## config.mk

```make
export PLATFORM = sky130hd
export DESIGN_NAME = dac_bank_regs
export DESIGN_NICKNAME = d
export VERILOG_FILES = /design/src/rtl/dac_bank_pkg.sv /design/src/rtl/dac_clr_sync.sv /design/src/rtl/dac_input_bank.sv /design/src/rtl/dac_output_bank.sv /design/src/rtl/dac_code_view.sv /design/src/rtl/dac_bank_regs.sv
export SDC_FILE = /design/constraint.sdc
export NUM_CORES = 1
export LEC_CHECK = 0
export BUFFER_PORTS_ARGS = -buffer_cell sky130_fd_sc_hd__buf_2
export CELL_PAD_IN_SITES_DETAIL_PLACEMENT = 0
export CELL_PAD_IN_SITES_GLOBAL_PLACEMENT = 1
export CORE_ASPECT_RATIO = 0.6
export CORE_MARGIN = 2
export CORE_UTILIZATION = 40
export CTS_BUF_LIST = sky130_fd_sc_hd__clkbuf_4 sky130_fd_sc_hd__clkbuf_8
export DETAILED_ROUTE_END_ITERATION = 16
export GPL_ROUTABILITY_DRIVEN = 0
export PLACE_DENSITY_LB_ADDON = 0.1
export REMOVE_ABC_BUFFERS = 1
export SLEW_MARGIN = 0
export SYNTH_ARGS = -nofsm -noshare
export SYNTH_HDL_FRONTEND = slang
export SYNTH_SLANG_ARGS = --single-unit
```

## constraint.sdc

```tcl
create_clock -name clk -period 1.9 [get_ports clk]
set_input_delay 0.285 -clock clk [delete_from_list [all_inputs] [get_ports clk]]
set_output_delay 0.285 -clock clk [all_outputs]
set_load 0.01 [all_outputs]
```

## src/rtl/dac_bank_pkg.sv

```systemverilog
package dac_bank_pkg;
   // mid-scale code (bipolar zero) for a given code width
   function automatic logic [31:0] mid_code(input int unsigned width);
      return 32'd1 << (width - 1);
   endfunction
endpackage

```

## src/rtl/dac_clr_sync.sv

```systemverilog
module dac_clr_sync #(
   parameter int unsigned STAGES = 2
) (
   input  logic clk,
   input  logic rst_n,
   input  logic clr_n,
   output logic clr_act
);
   generate
      if (STAGES < 1) begin : g_bad_stages
         $error("dac_clr_sync: STAGES must be at least 1");
      end
      if (STAGES == 1) begin : g_one
         logic stage_q;
         always_ff @(posedge clk or negedge rst_n) begin
            if (!rst_n) stage_q <= 1'b1;
            else        stage_q <= ~clr_n;
         end
         assign clr_act = stage_q;
      end else begin : g_chain
         logic [STAGES-1:0] chain_q;
         always_ff @(posedge clk or negedge rst_n) begin
            if (!rst_n) chain_q <= '1;
            else        chain_q <= {chain_q[STAGES-2:0], ~clr_n};
         end
         assign clr_act = chain_q[STAGES-1];
      end
   endgenerate
endmodule

```

## src/rtl/dac_input_bank.sv

```systemverilog
module dac_input_bank
   import dac_bank_pkg::*;
#(
   parameter int unsigned CODE_W   = 13,
   parameter int unsigned CHANNELS = 8,
   localparam int unsigned ADDR_W  = $clog2(CHANNELS)
) (
   input  logic                       clk,
   input  logic                       rst_n,
   input  logic                       clr_act,
   input  logic                       wr_go,
   input  logic [ADDR_W-1:0]          addr,
   input  logic [CODE_W-1:0]          data,
   output logic [CHANNELS-1:0]        wr_en,
   output logic [CHANNELS*CODE_W-1:0] stage_next
);
   localparam logic [CODE_W-1:0] MID = CODE_W'(mid_code(CODE_W));

   generate
      for (genvar c = 0; c < CHANNELS; c++) begin : g_ch
         logic [CODE_W-1:0] stage_q;
         assign wr_en[c] = wr_go && (addr == ADDR_W'(c));
         always_ff @(posedge clk or negedge rst_n) begin
            if (!rst_n)        stage_q <= MID;
            else if (clr_act)  stage_q <= MID;
            else if (wr_en[c]) stage_q <= data;
         end
         // value the staging register holds after this edge
         assign stage_next[c*CODE_W +: CODE_W] = wr_en[c] ? data : stage_q;
      end
   endgenerate
endmodule

```

## src/rtl/dac_output_bank.sv

```systemverilog
module dac_output_bank
   import dac_bank_pkg::*;
#(
   parameter int unsigned CODE_W      = 13,
   parameter int unsigned CHANNELS    = 8,
   parameter int unsigned CH_PER_LOAD = 2,
   localparam int unsigned LOADS      = CHANNELS / CH_PER_LOAD
) (
   input  logic                       clk,
   input  logic                       rst_n,
   input  logic                       clr_act,
   input  logic [LOADS-1:0]           ld_go,
   input  logic [CHANNELS*CODE_W-1:0] stage_next,
   output logic [CHANNELS*CODE_W-1:0] live_code
);
   localparam logic [CODE_W-1:0] MID = CODE_W'(mid_code(CODE_W));

   generate
      for (genvar c = 0; c < CHANNELS; c++) begin : g_ch
         localparam int unsigned GRP = c / CH_PER_LOAD;
         logic [CODE_W-1:0] live_q;
         always_ff @(posedge clk or negedge rst_n) begin
            if (!rst_n)          live_q <= MID;
            else if (clr_act)    live_q <= MID;
            else if (ld_go[GRP]) live_q <= stage_next[c*CODE_W +: CODE_W];
         end
         assign live_code[c*CODE_W +: CODE_W] = live_q;
      end
   endgenerate
endmodule

```

## src/rtl/dac_code_view.sv

```systemverilog
module dac_code_view
   import dac_bank_pkg::*;
#(
   parameter int unsigned CODE_W   = 13,
   parameter int unsigned CHANNELS = 8
) (
   input  logic [CHANNELS*CODE_W-1:0] code_in,
   output logic [CHANNELS*CODE_W-1:0] signed_out
);
   localparam logic [CODE_W-1:0] MID = CODE_W'(mid_code(CODE_W));

   generate
      for (genvar c = 0; c < CHANNELS; c++) begin : g_ch
         assign signed_out[c*CODE_W +: CODE_W] = code_in[c*CODE_W +: CODE_W] - MID;
      end
   endgenerate
endmodule

```

## src/rtl/dac_bank_regs.sv

```systemverilog
module dac_bank_regs #(
   parameter int unsigned CODE_W      = 13,
   parameter int unsigned CHANNELS    = 8,
   parameter int unsigned CH_PER_LOAD = 2,
   parameter int unsigned SYNC_STAGES = 2,
   localparam int unsigned ADDR_W     = $clog2(CHANNELS),
   localparam int unsigned LOADS      = CHANNELS / CH_PER_LOAD
) (
   input  logic                       clk,
   input  logic                       rst_n,
   input  logic                       clr_n,
   input  logic                       cs_n,
   input  logic                       wr_n,
   input  logic [ADDR_W-1:0]          addr,
   input  logic [CODE_W-1:0]          data,
   input  logic [LOADS-1:0]           ld_n,
   output logic [CHANNELS*CODE_W-1:0] out_code,
   output logic [CHANNELS*CODE_W-1:0] out_signed
);
   generate
      if (CODE_W < 2) begin : g_bad_width
         $error("dac_bank_regs: CODE_W must be at least 2");
      end
      if (CH_PER_LOAD == 0 || (CHANNELS % CH_PER_LOAD) != 0) begin : g_bad_group
         $error("dac_bank_regs: CHANNELS must be a multiple of CH_PER_LOAD");
      end
      if ((1 << ADDR_W) != CHANNELS) begin : g_bad_count
         $error("dac_bank_regs: CHANNELS must be a power of two");
      end
   endgenerate

   logic                       clr_act;
   logic                       blocked;
   logic                       wr_go;
   logic [LOADS-1:0]           ld_go;
   logic [CHANNELS-1:0]        wr_en;
   logic [CHANNELS*CODE_W-1:0] stage_next;

   dac_clr_sync #(.STAGES(SYNC_STAGES)) u_sync (
      .clk     (clk),
      .rst_n   (rst_n),
      .clr_n   (clr_n),
      .clr_act (clr_act)
   );

   // any sign of clear blocks bus writes and pair loads
   assign blocked = clr_act | ~clr_n;
   assign wr_go   = ~cs_n & ~wr_n & ~blocked;
   assign ld_go   = ~ld_n & {LOADS{~blocked}};

   dac_input_bank #(.CODE_W(CODE_W), .CHANNELS(CHANNELS)) u_in (
      .clk        (clk),
      .rst_n      (rst_n),
      .clr_act    (clr_act),
      .wr_go      (wr_go),
      .addr       (addr),
      .data       (data),
      .wr_en      (wr_en),
      .stage_next (stage_next)
   );

   dac_output_bank #(.CODE_W(CODE_W), .CHANNELS(CHANNELS), .CH_PER_LOAD(CH_PER_LOAD)) u_out (
      .clk        (clk),
      .rst_n      (rst_n),
      .clr_act    (clr_act),
      .ld_go      (ld_go),
      .stage_next (stage_next),
      .live_code  (out_code)
   );

   dac_code_view #(.CODE_W(CODE_W), .CHANNELS(CHANNELS)) u_view (
      .code_in    (out_code),
      .signed_out (out_signed)
   );
endmodule

```

==> results.yml, run 1 <==
yosys:
  synth_edf_count: 0
  yosys_warnings: 0
  ys.flop_type: "dfrtp_1"
  ys_types: 33
  syn_area_per_cell_um2: 9.88
  synth_top_area_share_pct: 49.2
  ys_top_cells_by_area: "dfrtp_1 49%, a311oi_1 8.6%, buf_4 7.4%"
  synth_largest_area_cell: "dfrtp_1"
  synth_most_common_cell: "dfrtp_1"
  syn_inst: 989
  synth_seq_area_share_pct: 54.0
  async_flop_share_pct: 100
  mappedNetlistArea_um2: 9770
  ys_ff_latch: 210
clock_tree:
  cts_buffer_depth: 3
  clk_pin_slew_ns: 0.06
  cts_tree: "done"
  ctsRootBufferMaster: "clkbuf_8"
  cts_buffers: 35
  cts_setup_buffers: 0
  clk_latency_ns: 0.53
  cts.sinks: 210
  cts_max_level: 2
power:
  peakVddDrop_uv: 381
  powerDensity_nw_per_um2: 850
  finalPower_mw: 9.91
  p_leak_nw: 5.37
worst_setup_path:
  startpoint_type: "register"
  crit_type: "reg -> reg"
  crit_required_ns: 2.29
  crit_fanout: 28
  cp-end-kind: "register"
  worstPathArrival_ns: 2.18
die:
  dieWidth_um: 206
  initial_utilization_pct: 40.5
  dieArea_um2: 25700
  core_um2: 24100
  die_h_um: 125
  rows: 44
  boundaryPins: 233
timing:
  hold_viol_final: 0
  holdWs_ns: 0.125
  period_needed_ns: 1.79
  finalSetupTns_ns: 0
  worst_pin_slew_ns: 0.512
  setup_violations: 0
  finClkSkew_ns: 0.0205
  rsz0062_at_grt: "no"
  min_period_over_period_pct: 94.2
  fmax_mhz: 559
  finalMaxSlewViolations: 0
  max-slew-margin-rel_pct: 65.4
final_layout:
  final_area_um2: 11700
  fillers: 2336
  area_delta_synth_final_pct: 19.3
  layoutNonFillerInstCount: 1460
  drive_gt1_share_pct: 33.3
  final_nets: 1143
  num_antenna_cells: 0
drt:
  drc: 0
  drtPass1Iterations: 4
  routed_wl_um: 28300
  postRouteAntennaNets: 0
  num_vias: 8059
  wl_per_cell_um: 19.4
  initialDrtViolationCount: 512
  vias_per_cell: 5.52
place:
  portBuffers: 232
  dp.cells: 1402
  place_area_um2: 11000
  dp_hpwl_um: 18300
status:
  status: "finished clean"
job:
  cap_violations: 0
global_routing:
  grt.overflow.total: 0
  grt_pass1_wl_um: 44900
  grt_max_degree: 51
  track_usage_pct: 22.2
  antenna_found_initial: 0
  grt_pass1_vias: 7538
worst_hold_path:
  min_path_type: "in -> reg"
## cell usage in the layout (no fill, tap or decap), types with 19 or more instances in the layout
cell type / Yosys / layout
a21oi_1: 96 / 96
a311oi_1: 96 / 96
buf_12: 0 / 19
buf_2: 15 / 231
buf_4: 96 / 37
clkbuf_8: 0 / 41
dfrtp_1: 192 / 192
nand2_1: 36 / 36
nand3_1: 27 / 27
nand4_1: 38 / 38
nor2_1: 96 / 96
nor3_1: 24 / 24
o21ai_0: 96 / 95
## cells by family after synthesis
family | count (synthesis) | synth area share (%)
buf+inv | 207 | 11.8
flops | 210 | 54.0
simple gates | 268 | 14.4
compound gates | 304 | 19.8
## critical path, cell delays in order, from the launching register on
cell and delay (ns):
dfstp_4 0.55, or3b_2 0.52, buf_12 0.19, o21ai_0 0.25
a311oi_1 0.14
## per-layer routing
| metal | wire [µm] | part of all wire [%] | vias to the layer above | GRT usage, % |
|---|---|---|---|---|
| met5 | 0 | 0 | - | 0 |
| li1 | - | - | 3793 | - |
| met3 | 1510 | 5.3 | 35 | 3.94 |
| met4 | 337 | 1.2 | 0 | 4.92 |
| met1 | 14200 | 50 | 4000 | 35.0 |
| met2 | 12200 | 43 | 231 | 31.4 |
## final timing paths
kind                       slack [ns]  cells past startpoint                        end                      start
setup / recovery                 0.11                      4    u_out.g_ch[2].live_q[1]  u_sync.g_chain.chain_q[1]
hold reg to reg                  0.36                      0  u_sync.g_chain.chain_q[1]  u_sync.g_chain.chain_q[0]
max in group asynchronous        0.96                      3    u_out.g_ch[0].live_q[0]                      rst_n
hold / removal                   0.13                      3    u_in.g_ch[0].stage_q[5]                    data[5]
setup reg to reg                 0.11                      4    u_out.g_ch[2].live_q[1]  u_sync.g_chain.chain_q[1]
min in group asynchronous        0.24                      2    u_out.g_ch[5].live_q[7]                      rst_n
## state kept, by name, indices dropped and copies added (netlist names)
name                    count
u_in.g_ch.stage_q         104
u_out.g_ch.live_q         104
u_sync.g_chain.chain_q      2
## area by class of cell
class                           count  area (µm²)  share of cell area (%)
Sequential cell                   210        5280                    45.3
Inverter                           10        37.5                   0.322
Timing Repair Buffer              289        1840                    15.8
Tap cell                          322         403                    3.46
Multi-Input combinational cell    572        3410                    29.3
Clock buffer                       57         684                    5.87
## metrics by stage
stage | util (%) | setup WS (ns)
global placement | 45.4 | 0.102
finish | 48.3 | 0.111
CTS | 48.3 | 0.117
detailed placement | 45.4 | 0.0848
floorplan | - | -2.79
global route | 48.3 | 0.00851
## report_power, final
part	leakage (nW)	total, mW	switching, mW	internal (mW)
clock	0.368	4.05	1.80	2.25
combinational	2.19	1.15	0.732	0.416
sequential	2.82	4.71	0.107	4.61
total	5.37	9.91	2.64	7.27
## timing repair
action	4_1_cts	5_1_grt
gates resized for setup	0	2
hold endpoints to repair	156	0
hold buffers	1	0
setup endpoints to repair	0	2
Power figures use the tool's default switching activity.
==> run 2, diff against run 1 <==
- CORE_ASPECT_RATIO: 0.6 -> 1.25
==> results.yml, run 2 (synthesis gave the netlist of run 1 again) <==
status:
  status: "finished clean"
place:
  dp.cells: 1401
  portBuffers: 232
  place_area_um2: 10900
  dp_hpwl_um: 17300
  post-place-ws_ns: 0.117
timing:
  fmax_mhz: 583
  rsz0062_at_grt: "no"
  period_needed_ns: 1.72
  max-slew-margin-rel_pct: 69.8
  hold_viol_final: 0
  finalMaxSlewViolations: 0
  setup_violations: 0
  finClkSkew_ns: 0.0194
  min_period_over_period_pct: 90.3
  worst_pin_slew_ns: 0.454
  fin_ws_ns: 0.185
  finalSetupTns_ns: 0
final_layout:
  final_cell_mix: "231 x buf_2, 192 x dfrtp_1"
  area_delta_synth_final_pct: 20.2
  fillers: 2284
  final_area_um2: 11700
  fin_util_pct: 49.2
  final_nets: 1141
  layoutNonFillerInstCount: 1468
  final_common_cell: "buf_2"
  top_regs: "u_in.g_ch.stage_q: 104 flops, u_out.g_ch.live_q: 104 flops, u_sync.g_chain.chain_q: 2 flops"
  num_antenna_cells: 0
  drive_gt1_share_pct: 33.5
worst_setup_path:
  crit_family: "flip-flops"
  r2r_end: "u_out.g_ch[2].live_q[7]"
  crit_type: "reg -> reg"
  cp_cell_sequence: "or3b_2 -> buf_12 -> o21ai_0 -> a311oi_1"
  crit_cells: 4
  cp-end-kind: "register"
  cp_slowest_cell: "dfstp_4"
  startpoint_type: "register"
  crit_required_ns: 2.27
  worst-path-buf-inv: 1
  cpPeakStageDelay_ns: 0.50
  crit-reg2reg-launch: "u_sync.g_chain.chain_q[1]"
  ff2ff_path_depth: 4
  worstPathArrival_ns: 2.09
  crit_fanout: 28
  r2r_slack_ns: 0.18
die:
  dieWidth_um: 144
  dieArea_um2: 25700
  die_h_um: 179
  rows: 63
  boundaryPins: 233
  core_um2: 23900
  initial_utilization_pct: 40.9
clock_tree:
  clk_latency_ns: 0.52
  cts_max_level: 2
  cts.sinks: 210
  cts_setup_buffers: 0
  cts_tree: "done"
  cts_buffers: 37
  ctsRootBufferMaster: "clkbuf_8"
  clk_pin_slew_ns: 0.06
  cts_buffer_depth: 3
  cts_resized: 0
  hold_buffers: 1
power:
  peakVddDrop_uv: 487
  p_leak_nw: 5.42
  powerDensity_nw_per_um2: 868
worst_hold_path:
  min_from: "data[0]"
  hold_end: "u_in.g_ch[0].stage_q[0]"
  min_path_type: "in -> reg"
  whs_path_depth: 3
global_routing:
  antenna_found_initial: 0
  grt_pass1_vias: 7631
  grt_pass1_wl_um: 44100
  grt_max_degree: 76
  grt.overflow.total: 0
  track_usage_pct: 21.8
drt:
  wl_per_cell_um: 19.0
  drtPass1Iterations: 4
  initialDrtViolationCount: 524
  num_vias: 8124
  vias_per_cell: 5.53
  routed_wl_um: 28000
  postRouteAntennaNets: 0
  drc: 0
job:
  cap_violations: 0
==> run 2: changes by cell type in the layout (fill, tap and decap cells not counted) <==
cell	previous run	this run
o21ai_1	1	0
nor4bb_1	11	12
clkbuf_8	41	49
clkbuf_4	16	13
buf_4	37	32
clkinv_2	0	3
clkinvlp_4	0	1
clkinv_4	0	1
nor4bb_2	1	0
buf_12	19	20
buf_8	1	0
o21ai_0	95	96
==> run 2: layout make-up <==
class	count	area [µm²]	area share [%]
inverter	10	37.5	0.320
clock inverter	5	31.3	0.266
multi-input combinational	572	3410	29.0
tap	325	407	3.46
sequential	210	5280	45.0
clock buffer	61	758	6.46
timing repair buffer	285	1820	15.5
==> run 2: per-stage QoR <==
| step | power [mW] | hold slack, ns |
|---|---|---|
| 2_1_floorplan | 5.24 | -0.0106 |
| 3_3_place_gp | 5.94 | 0.246 |
| 3_5_place_dp | 5.95 | 0.247 |
| 4_1_cts | 10.4 | 0.0913 |
| 5_1_grt | 10.7 | 0.131 |
| 6_report | 10.2 | 0.129 |
==> run 2: worst max path at each step <==
stage	slack, ns	from	end
after floorplan	-2.79	cs_n	u_out.g_ch[3].live_q[10]
after global placement	0.13	addr[1]	u_out.g_ch[2].live_q[6]
after detailed placement	0.12	addr[1]	u_out.g_ch[2].live_q[7]
after CTS	0.17	u_sync.g_chain.chain_q[1]	u_in.g_ch[5].stage_q[12]
after global routing	0.07	u_sync.g_chain.chain_q[1]	u_out.g_ch[2].live_q[6]
final	0.18	u_sync.g_chain.chain_q[1]	u_out.g_ch[2].live_q[7]
==> run 2: power by group <==
part | internal, mW | total, mW | switching, mW
Clock | 2.52 | 4.35 | 1.83
Sequential | 4.61 | 4.71 | 0.102
Combinational | 0.409 | 1.14 | 0.732
==> run 2: per-layer routing <==
| metal | track usage [%] | up-vias | wire length, µm |
|---|---|---|---|
| met5 | 0 | - | 0 |
| met4 | 4.98 | 0 | 391 |
| met3 | 3.39 | 33 | 1260 |
| met2 | 35.0 | 236 | 13400 |
| met1 | 31.3 | 4058 | 12900 |
| li1 | - | 3797 | - |
==> run 2: worst min-delay path, delay by kind of cell <==
| kind | cells | cell delay (ns) |
|---|---|---|
| AND/OR/NAND/NOR | 1 | 0.10 |
| buffers and inverters | 1 | 0.15 |
| AO/OA/AOI/OAI | 1 | 0.06 |
==> run 3, diff against run 2 <==
- SETUP_SLACK_MARGIN: not set -> 0.2
==> results.yml, run 3 (synthesis gave the netlist of run 1 again) <==
final_layout:
  drive_gt1_share_pct: 34.8
  layoutNonFillerInstCount: 1469
  num_antenna_cells: 0
  final_cell_mix: "231 x buf_2, 192 x dfrtp_1, 96 x a21oi_1, 96 x nor2_1, 93 x a311oi_1"
  fillers: 2265
  final_common_cell: "buf_2"
  top_regs: "u_in.g_ch.stage_q: 104 flops, u_out.g_ch.live_q: 104 flops, u_sync.g_chain.chain_q: 2 flops"
  area_delta_synth_final_pct: 21.2
  final_nets: 1142
clock_tree:
  cts.sinks: 210
  cts_tree: "done"
  clk_latency_ns: 0.52
  cts_buffer_depth: 3
  cts_max_level: 2
  cts_buffers: 37
  clk_pin_slew_ns: 0.06
  ctsRootBufferMaster: "clkbuf_8"
die:
  initial_utilization_pct: 40.9
  dieWidth_um: 144
  boundaryPins: 233
  core_um2: 23900
  die_h_um: 179
  dieArea_um2: 25700
  rows: 63
worst_setup_path:
  crit_required_ns: 2.35
  cp-end-kind: "register"
  crit_fanout: 16
  worstPathArrival_ns: 2.16
  startpoint_type: "register"
  crit_type: "reg -> reg"
drt:
  drc: 0
  initialDrtViolationCount: 534
  num_vias: 8138
  drtPass1Iterations: 5
  routed_wl_um: 28100
  wl_per_cell_um: 19.1
  vias_per_cell: 5.54
  postRouteAntennaNets: 0
power:
  p_comb_share_pct: 11.3
  p_clk_share_pct: 42.6
  p_leak_nw: 5.44
  p_seq_share_pct: 46.1
  p_switching_mw: 2.67
  switching_share_pct: 26.2
  powerDensity_nw_per_um2: 862
  p_int_mw: 7.54
  peakVddDrop_uv: 487
global_routing:
  grt_pass1_wl_um: 44100
  track_usage_pct: 21.8
  grt.overflow.total: 0
  grt_pass1_vias: 7632
  antenna_found_initial: 0
  grt_max_degree: 76
timing:
  worst_pin_slew_ns: 0.448
  finalMaxSlewViolations: 0
  setup_violations: 0
  fmax_mhz: 583
  finClkSkew_ns: 0.0198
  rsz0062_at_grt: "yes"
  min_period_over_period_pct: 90.3
  max-slew-margin-rel_pct: 70.1
  period_needed_ns: 1.72
  hold_viol_final: 0
  finalSetupTns_ns: 0
place:
  dp_hpwl_um: 17300
  dp.cells: 1401
  portBuffers: 232
worst_hold_path:
  min_path_type: "in -> reg"
job:
  cap_violations: 0
status:
  status: "finished clean"
-- run 3: cell count changes in the layout (fill, tap and decap cells not counted), sizes merged --
cell	before	now
buf	283	284
-- run 3: what timing repair did --
action	4_1_cts	5_1_grt
endpoints found under the hold margin	35	0
hold buffers	1	0
buffers inserted	1	0
pin swaps	0	4
cloned	0	0
gates resized for setup	5	33
setup endpoints to repair	7	103
-- run 3: area by class of cell --
type	instances	area, µm²	area share, %
sequential	210	5280	44.6
multi-input combinational	572	3500	29.5
timing repair buffer	286	1830	15.5
clock buffer	61	758	6.40
tap	325	407	3.43
inverter	10	37.5	0.317
clock inverter	5	31.3	0.264
-- run 3: power by group through the flow --
| stage | logic [mW] | registers, mW | clock network, mW |
|---|---|---|---|
| 2_1_floorplan | 0.298 | 4.94 | 0 |
| 3_3_place_gp | 1.16 | 4.78 | 0 |
| 3_5_place_dp | 1.16 | 4.79 | 0 |
| 4_1_cts | 1.16 | 4.71 | 4.48 |
| 5_1_grt | 1.28 | 4.72 | 4.69 |
| 6_report | 1.16 | 4.71 | 4.35 |
-- run 3: worst paths after layout --
kind,from,to,slack (ns),cells past startpoint
min,data[0],u_in.g_ch[1].stage_q[0],0.14,3
max reg2reg,u_sync.g_chain.chain_q[1],u_in.g_ch[5].stage_q[12],0.18,4
max in group asynchronous,rst_n,u_in.g_ch[3].stage_q[12],0.91,3
max,u_sync.g_chain.chain_q[1],u_in.g_ch[5].stage_q[12],0.18,4
min reg2reg,u_sync.g_chain.chain_q[0],u_sync.g_chain.chain_q[1],0.36,0
min in group asynchronous,rst_n,u_out.g_ch[6].live_q[9],0.27,2
-- run 3: worst max-delay path, stage by stage, from the launching register on --
cell and delay (ns):
dfstp_4 0.50, or3b_1 0.43, buf_6 0.19, or2_1 0.24, a211o_1 0.30
-- run 3: stage by stage --
stage | power, mW | hold slack, ns | instance area [µm²] | setup WS [ns] | utilization, %
2_1_floorplan | 5.24 | -0.0106 | 8650 | -2.79 | -
3_3_place_gp | 5.94 | 0.246 | 10900 | 0.127 | 45.8
3_5_place_dp | 5.95 | 0.247 | 10900 | 0.117 | 45.8
4_1_cts | 10.4 | 0.0913 | 11800 | 0.200 | 49.2
5_1_grt | 10.7 | 0.130 | 11800 | 0.105 | 49.6
6_report | 10.2 | 0.144 | 11800 | 0.184 | 49.6
-- run 3: layer usage --
layer	vias up	wire (µm)	track usage [%]
met5	-	0	0
met1	4072	12900	31.3
met3	34	1320	3.39
met2	234	13400	35.0
met4	0	432	4.98
li1	3798	-	-
